### src/rtl/camrx_csr_pkg.sv
package camrx_csr_pkg;

    localparam logic [7:0] A_CTRL = 8'h00;
    localparam logic [7:0] A_LANE = 8'h04;
    localparam logic [7:0] A_STAT = 8'h10;
    localparam logic [7:0] A_GIE  = 8'h20;
    localparam logic [7:0] A_ISR  = 8'h24;
    localparam logic [7:0] A_IER  = 8'h28;

    localparam int          SUMMARY_BIT = 30;
    localparam logic [31:0] ISR_MASK    = 32'hC07E_3FFF;
    localparam logic [31:0] IER_MASK    = ISR_MASK & ~(32'h1 << SUMMARY_BIT);

    localparam int PKT_W = 16;

    typedef struct packed {
        logic       en;
        logic       srst;
        logic [1:0] act;
    } ctrl_st_t;

    typedef struct packed {
        logic [31:0] isr;
        logic [31:0] ier;
        logic        gie;
    } irq_st_t;

endpackage

### src/rtl/camrx_rst_seq.sv
module camrx_rst_seq #(
    parameter int RST_CYCLES = 20
) (
    input  logic clk,
    input  logic rst_n,
    input  logic start_i,
    output logic busy_o
);
    localparam int CW = $clog2(RST_CYCLES + 1);
    localparam logic [CW-1:0] LOAD = CW'(RST_CYCLES);

    logic [CW-1:0] cnt_d, cnt_q;

    always_comb begin
        cnt_d = cnt_q;
        if (start_i) begin
            cnt_d = LOAD;
        end else if (cnt_q != '0) begin
            cnt_d = cnt_q - 1'b1;
        end
    end

    always_ff @(posedge clk or negedge rst_n) begin
        if (!rst_n) cnt_q <= '0;
        else        cnt_q <= cnt_d;
    end

    assign busy_o = (cnt_q != '0);
endmodule

### src/rtl/camrx_sat_cnt.sv
module camrx_sat_cnt #(
    parameter int W = 16
) (
    input  logic         clk,
    input  logic         rst_n,
    input  logic         clr_i,
    input  logic         inc_i,
    output logic [W-1:0] cnt_o
);
    localparam logic [W-1:0] TOP = '1;

    logic [W-1:0] cnt_d, cnt_q;

    always_comb begin
        cnt_d = cnt_q;
        if (clr_i) begin
            cnt_d = '0;
        end else if (inc_i && cnt_q != TOP) begin
            cnt_d = cnt_q + 1'b1;
        end
    end

    always_ff @(posedge clk or negedge rst_n) begin
        if (!rst_n) cnt_q <= '0;
        else        cnt_q <= cnt_d;
    end

    assign cnt_o = cnt_q;
endmodule

### src/rtl/camrx_irq_unit.sv
module camrx_irq_unit
    import camrx_csr_pkg::*;
(
    input  logic        clk,
    input  logic        rst_n,
    input  logic        hold_i,
    input  logic [31:0] evt_i,
    input  logic        isr_we_i,
    input  logic        ier_we_i,
    input  logic        gie_we_i,
    input  logic [31:0] wdata_i,
    output logic [31:0] isr_o,
    output logic [31:0] ier_o,
    output logic        gie_o,
    output logic        irq_o
);
    irq_st_t st_d, st_q;
    logic    hit;

    always_comb begin
        st_d = st_q;
        if (isr_we_i) begin
            st_d.isr = st_q.isr & ~wdata_i;
        end
        st_d.isr = (st_d.isr | evt_i) & ISR_MASK;
        if (hold_i) begin
            st_d.isr = '0;
        end
        if (ier_we_i) begin
            st_d.ier = wdata_i & IER_MASK;
        end
        if (gie_we_i) begin
            st_d.gie = wdata_i[0];
        end
        hit = |(st_q.isr & st_q.ier);
    end

    always_ff @(posedge clk or negedge rst_n) begin
        if (!rst_n) st_q <= '0;
        else        st_q <= st_d;
    end

    assign isr_o = st_q.isr;
    assign ier_o = st_q.ier;
    assign gie_o = st_q.gie;
    assign irq_o = st_q.gie & hit;
endmodule

### src/rtl/camrx_csr.sv
module camrx_csr
    import camrx_csr_pkg::*;
#(
    parameter int ADDR_W     = 8,
    parameter int MAX_LANES  = 4,
    parameter int RST_CYCLES = 20
) (
    input  logic              clk,
    input  logic              rst_n,
    input  logic              bus_we,
    input  logic [ADDR_W-1:0] bus_addr,
    input  logic [31:0]       bus_wdata,
    output logic [31:0]       bus_rdata,
    input  logic [31:0]       evt_i,
    input  logic              pkt_rcvd_i,
    input  logic              lbuf_full_i,
    input  logic              spf_nempty_i,
    input  logic              spf_full_i,
    output logic              core_en_o,
    output logic              soft_rst_o,
    output logic [1:0]        act_lanes_o,
    output logic              irq_o
);
    localparam logic [1:0]        MAXL     = 2'(MAX_LANES - 1);
    localparam logic [ADDR_W-1:0] AD_CTRL  = ADDR_W'(A_CTRL);
    localparam logic [ADDR_W-1:0] AD_LANE  = ADDR_W'(A_LANE);
    localparam logic [ADDR_W-1:0] AD_STAT  = ADDR_W'(A_STAT);
    localparam logic [ADDR_W-1:0] AD_GIE   = ADDR_W'(A_GIE);
    localparam logic [ADDR_W-1:0] AD_ISR   = ADDR_W'(A_ISR);
    localparam logic [ADDR_W-1:0] AD_IER   = ADDR_W'(A_IER);

    ctrl_st_t          c_d, c_q;
    logic              seq_start;
    logic              rip_w;
    logic [PKT_W-1:0]  pkt_w;
    logic [31:0]       isr_w, ier_w;
    logic              gie_w;
    logic              wr_isr, wr_ier, wr_gie;

    always_comb begin
        c_d       = c_q;
        seq_start = 1'b0;
        if (bus_we && bus_addr == AD_CTRL) begin
            c_d.en    = bus_wdata[0];
            c_d.srst  = bus_wdata[1];
            seq_start = (bus_wdata[1] && !c_q.srst) || (!bus_wdata[0] && c_q.en);
        end
        if (bus_we && bus_addr == AD_LANE) begin
            c_d.act = bus_wdata[1:0];
        end
        wr_isr = bus_we && bus_addr == AD_ISR;
        wr_ier = bus_we && bus_addr == AD_IER;
        wr_gie = bus_we && bus_addr == AD_GIE;
    end

    always_ff @(posedge clk or negedge rst_n) begin
        if (!rst_n) c_q <= '{en: 1'b0, srst: 1'b0, act: MAXL};
        else        c_q <= c_d;
    end

    camrx_rst_seq #(.RST_CYCLES(RST_CYCLES)) rseq_i (
        .clk     (clk),
        .rst_n   (rst_n),
        .start_i (seq_start),
        .busy_o  (rip_w)
    );

    camrx_sat_cnt #(.W(PKT_W)) pcnt_i (
        .clk   (clk),
        .rst_n (rst_n),
        .clr_i (c_q.srst),
        .inc_i (pkt_rcvd_i),
        .cnt_o (pkt_w)
    );

    camrx_irq_unit irq_i (
        .clk      (clk),
        .rst_n    (rst_n),
        .hold_i   (c_q.srst),
        .evt_i    (evt_i),
        .isr_we_i (wr_isr),
        .ier_we_i (wr_ier),
        .gie_we_i (wr_gie),
        .wdata_i  (bus_wdata),
        .isr_o    (isr_w),
        .ier_o    (ier_w),
        .gie_o    (gie_w),
        .irq_o    (irq_o)
    );

    always_comb begin
        bus_rdata = '0;
        case (bus_addr)
            AD_CTRL: bus_rdata = {30'b0, c_q.srst, c_q.en};
            AD_LANE: bus_rdata = {27'b0, MAXL, 1'b0, c_q.act};
            AD_STAT: bus_rdata = {pkt_w, 12'b0, spf_full_i, spf_nempty_i, lbuf_full_i, rip_w};
            AD_GIE:  bus_rdata = {31'b0, gie_w};
            AD_ISR:  bus_rdata = isr_w;
            AD_IER:  bus_rdata = ier_w;
            default: bus_rdata = '0;
        endcase
    end

    assign core_en_o   = c_q.en;
    assign soft_rst_o  = c_q.srst;
    assign act_lanes_o = c_q.act;
endmodule

### config.mk
export PLATFORM = sky130hd
export DESIGN_NAME = camrx_csr
export DESIGN_NICKNAME = d
export VERILOG_FILES = /design/src/rtl/camrx_csr_pkg.sv /design/src/rtl/camrx_rst_seq.sv /design/src/rtl/camrx_sat_cnt.sv /design/src/rtl/camrx_irq_unit.sv /design/src/rtl/camrx_csr.sv
export SDC_FILE = /design/constraint.sdc
export NUM_CORES = 1
export LEC_CHECK = 0
export ABC_CLOCK_PERIOD_IN_PS = 3900
export BUFFER_PORTS_ARGS = -buffer_cell sky130_fd_sc_hd__buf_2
export CAP_MARGIN = 20
export CORE_UTILIZATION = 56
export DETAILED_ROUTE_END_ITERATION = 8
export PLACE_DENSITY = 0.95
export SLEW_MARGIN = 20
export SYNTH_ARGS = -nofsm -noshare
export SYNTH_HDL_FRONTEND = slang
export SYNTH_SLANG_ARGS = --single-unit
### constraint.sdc
create_clock -name clk -period 3.9 [get_ports clk]
set_input_delay 0.39 -clock clk [delete_from_list [all_inputs] [get_ports clk]]
set_output_delay 0.39 -clock clk [all_outputs]
set_load 0.05 [all_outputs]
==> metrics.md <==
| Metric | Value |
|---|---|
| Met2 Wirelength | `5.165 mm` |
| DR WL/cell | `19.55 um` |
| # DRC | `4` |
| Area contributors post-synth | `dfrtp_1 (44%), mux2_4 (7.9%), a21oi_1 (4.8%)` |
| Top Family by Delay on Critical Path | `simple AND/OR/NAND/NOR gates` |
| First-pass GRT wire length | `16.92 mm` |
| Vias in the first global route | `around 3,500` |
| Max Transition Viols Final | `0` |
| DPL Wire Length | `6.909 mm` |
| #FFs+latches synth | `69` |
| Peak Freq | `346.6 MHz` |
| Post-route ant nets | `0` |
| Worst Setup Start Kind | `primary input` |
| Largest family of logic cells by synthesized area | `simple AND/OR/NAND/NOR gates` |
| Die Span Y | `84.15 um` |
| Synth Area in Simple Gates | `0.2046` |
| Final min period | `2885 ps` |
| Routed met3 length | `1.030 mm` |
| FP Rows | `29` |
| CP most frequent cell | `buf_2` |
| Crit end category | `output pin` |
| Cts hold-fix bufs | `0` |
| Most frequent cell after synthesis | `dfrtp_1` |
| Seq/Total Area, Yosys | `0.4576` |
| Total gr overflow | `0` |
| Mapped Area | `3779 sq um` |
| Drt first pass iters | `8` |
| Initial Utilization | `0.5883` |
| Hold Fails Final Rpt | `0` |
| Top FF cell, synth | `dfrtp_1` |
| CTS tree | `done` |
| Min-Delay Path Class | `in2async` |
| Asr flop ratio synth | `1.000` |
| Post-Synthesis Cells | `364` |
| Synth area leader | `dfrtp_1` |
| Critical Path, Cell by Cell | `buf_2, nor4b_4, buf_4, and2_1, a222oi_1, inv_1, buf_2` |
| Crit path kind | `in2out` |
| Slowest CP cell | `and2_1` |
| FF-to-FF End | `pcnt_i.cnt_o[15]` |
| IO buf count | `93` |
| Final GP Congestion | `between 0.8 and 0.9` |
| Layout cells sized above 1 | `0.3341` |
| Netlist cell types | `55` |
| Met1 wire length | `between 3 and 4 mm` |
| Clock skew | `about 8.1 ps` |
| CTS Buf Count | `9` |
| Die area | `7080 sq um` |
| Path depth of the worst reg2reg path | `5` |
| Post-synth EDFFs | `0` |
| YS warnings | `0` |
| Least-Margin Pin Slew | `992.8 ps` |
| Adder-cell share of the synthesized area | `0.006623` |
| Leakage | `2.167 nW` |
| CP arrival | `2500 ps` |
| Initial antenna violation count | `0` |
| All-layer global routing usage | `0.3073` |
| H-tree depth | `3` |
| Max layer used | `met4` |
| Die width | `~84 um` |
| Top cell type's share of synthesized area | `0.4437` |
| DR vias | `3,570` |
| R2R Path Start | `pcnt_i.cnt_o[1]` |
| CP bufs+invs | `4` |
| # Max-Cap Violations | `0` |
| Post-route cell area | `between 4000 and 5000 sq um` |
| Final Setup Violations | `0` |
| Total I/O pin count | `between 100 and 150` |
| Setup TNS Final | `0 ps` |
| RSZ-0062 raised after global routing | `no` |
| Most common library cells after synthesis | `dfrtp_1 (67), a21oi_1 (36), nor2_1 (36)` |
| Compound-Gate Fraction of Synth Area | `0.1576` |
| Clock Sinks | `~70` |
| Slew margin rel. | `0.3288` |
| Mux contribution to synthesized area | `0.1139` |
| Max stage delay on crit path | `700 ps` |
| Core area | `6422 sq um` |
| Power, Total | `1.850 mW` |
| VDD IR max | `~0.27 mV` |
| Failing checks | `design-rule violations` |
| Nets | `532` |
| Final period util | `0.7398` |
| Clk pin slew, worst setup/hold paths | `70 ps` |
| Syn avg cell area | `10.38 sq um` |
| # resized after CTS | `0` |
| Post-Synth XOR/XNOR Area | `0.009272` |
| Maximum clock path buffer count | `2` |
| Placed cell areas | `4263 sq um` |
| Area grow syn2layout | `17.81%` |
| Largest net degree at the start of global routing | `45` |
| Worst Path Max Fanout | `23` |
| Pwr dens | `around 420 nW/um^2` |
| Drt initial violations | `323` |
| Post-CTS Setup Bufs | `0` |
| # diodes | `0` |
| R2r setup slk | `1820 ps` |
| Vias per inst | `6.711` |
| Worst path required time | `3510 ps` |
| Clock Latency Late Sink | `350 ps` |
| CTS Root Cell | `clkbuf_8` |
| Status | `complete, but fails checks` |
| Drt total wl | `between 10 and 15 mm` |
[metal layers]
metal / vias to the layer above / track usage
met1: 1764 / 0.3783
li1: 1543 / -
met3: 32 / 0.08555
met5: - / 0
met4: 0 / 0.1693
met2: 231 / 0.4925
[worst max-delay path by stage]
stage	startpoint	end	slack [ps]	cells after the start
floorplan	bus_addr[3]	bus_rdata[0]	1210	7
global placement	bus_addr[4]	bus_rdata[31]	1090	7
detailed placement	bus_addr[4]	bus_rdata[31]	1080	7
CTS	bus_addr[4]	bus_rdata[17]	1060	7
global route	bus_addr[4]	bus_rdata[19]	940	7
finish	bus_addr[4]	bus_rdata[17]	1010	7
[cells by family (layout without fill, tap and decap cells)]
kind of cell	after synthesis	in the layout
AO/OA/AOI/OAI	85	85
XOR/XNOR	4	4
adder cells (fa/ha/maj)	2	2
buffers and inverters	40	130
flip-flops	69	69
multiplexers	32	32
other	1	2
AND/OR/NAND/NOR	131	131
[flip-flops by register name (all words and copies together), names as in the netlist]
register      count
irq_i.isr_o      22
rseq_i.cnt_q      5
core_en_o         1
irq_i.ier_o      21
soft_rst_o        1
act_lanes_o       2
pcnt_i.cnt_o     16
irq_i.gie_o       1
[final cells by class]
cell class,instances,area (sq um)
Clock buffer,9,123.9
Clock inverter,6,65.06
Fill cell,451,1971
Inverter,16,60.06
Multi-Input combinational cell,256,1867
Sequential cell,69,1729
Tap cell,77,96.34
Timing Repair Buffer,99,510.5
[where the power goes]
group / switching [mW] / total, mW / internal [mW]
Clock: 0.282 / 0.574 / 0.291
Combinational: 0.201 / 0.348 / 0.147
Sequential: 0.120 / 0.928 / 0.808
Total: 0.603 / 1.85 / 1.25
[layout by cell type, fill, tap and decap left out, types with 10 or more instances in the layout]
master	n
a21oi_1	36
a22o_1	10
inv_1	16
mux2_4	20
nand4_1	26
buf_2	93
dfrtp_1	67
nor2_1	36
nand2_1	12
[metrics by stage]
stage / std cells / setup WS, ps / utilization / hold WS, ps
CTS: 532 / 1058 / 0.6932 / 222.4
floorplan: 365 / 1207 / - / 94.41
detailed placement: 517 / 1075 / 0.6637 / 489.4
global route: 532 / 938.3 / 0.6932 / 250.2
finish: 532 / 1015 / 0.6932 / 195.1
global placement: 517 / 1089 / 0.6637 / 466.0
[worst reg2reg max path, cell delays in order (launching register included)]
cell and delay, ps:
dfrtp_1 450, ha_1 240, nand3_1 160, nor4_1 680, nor4_1 130, mux2_2 310
Note: power is estimated with default switching activity, not from simulation.
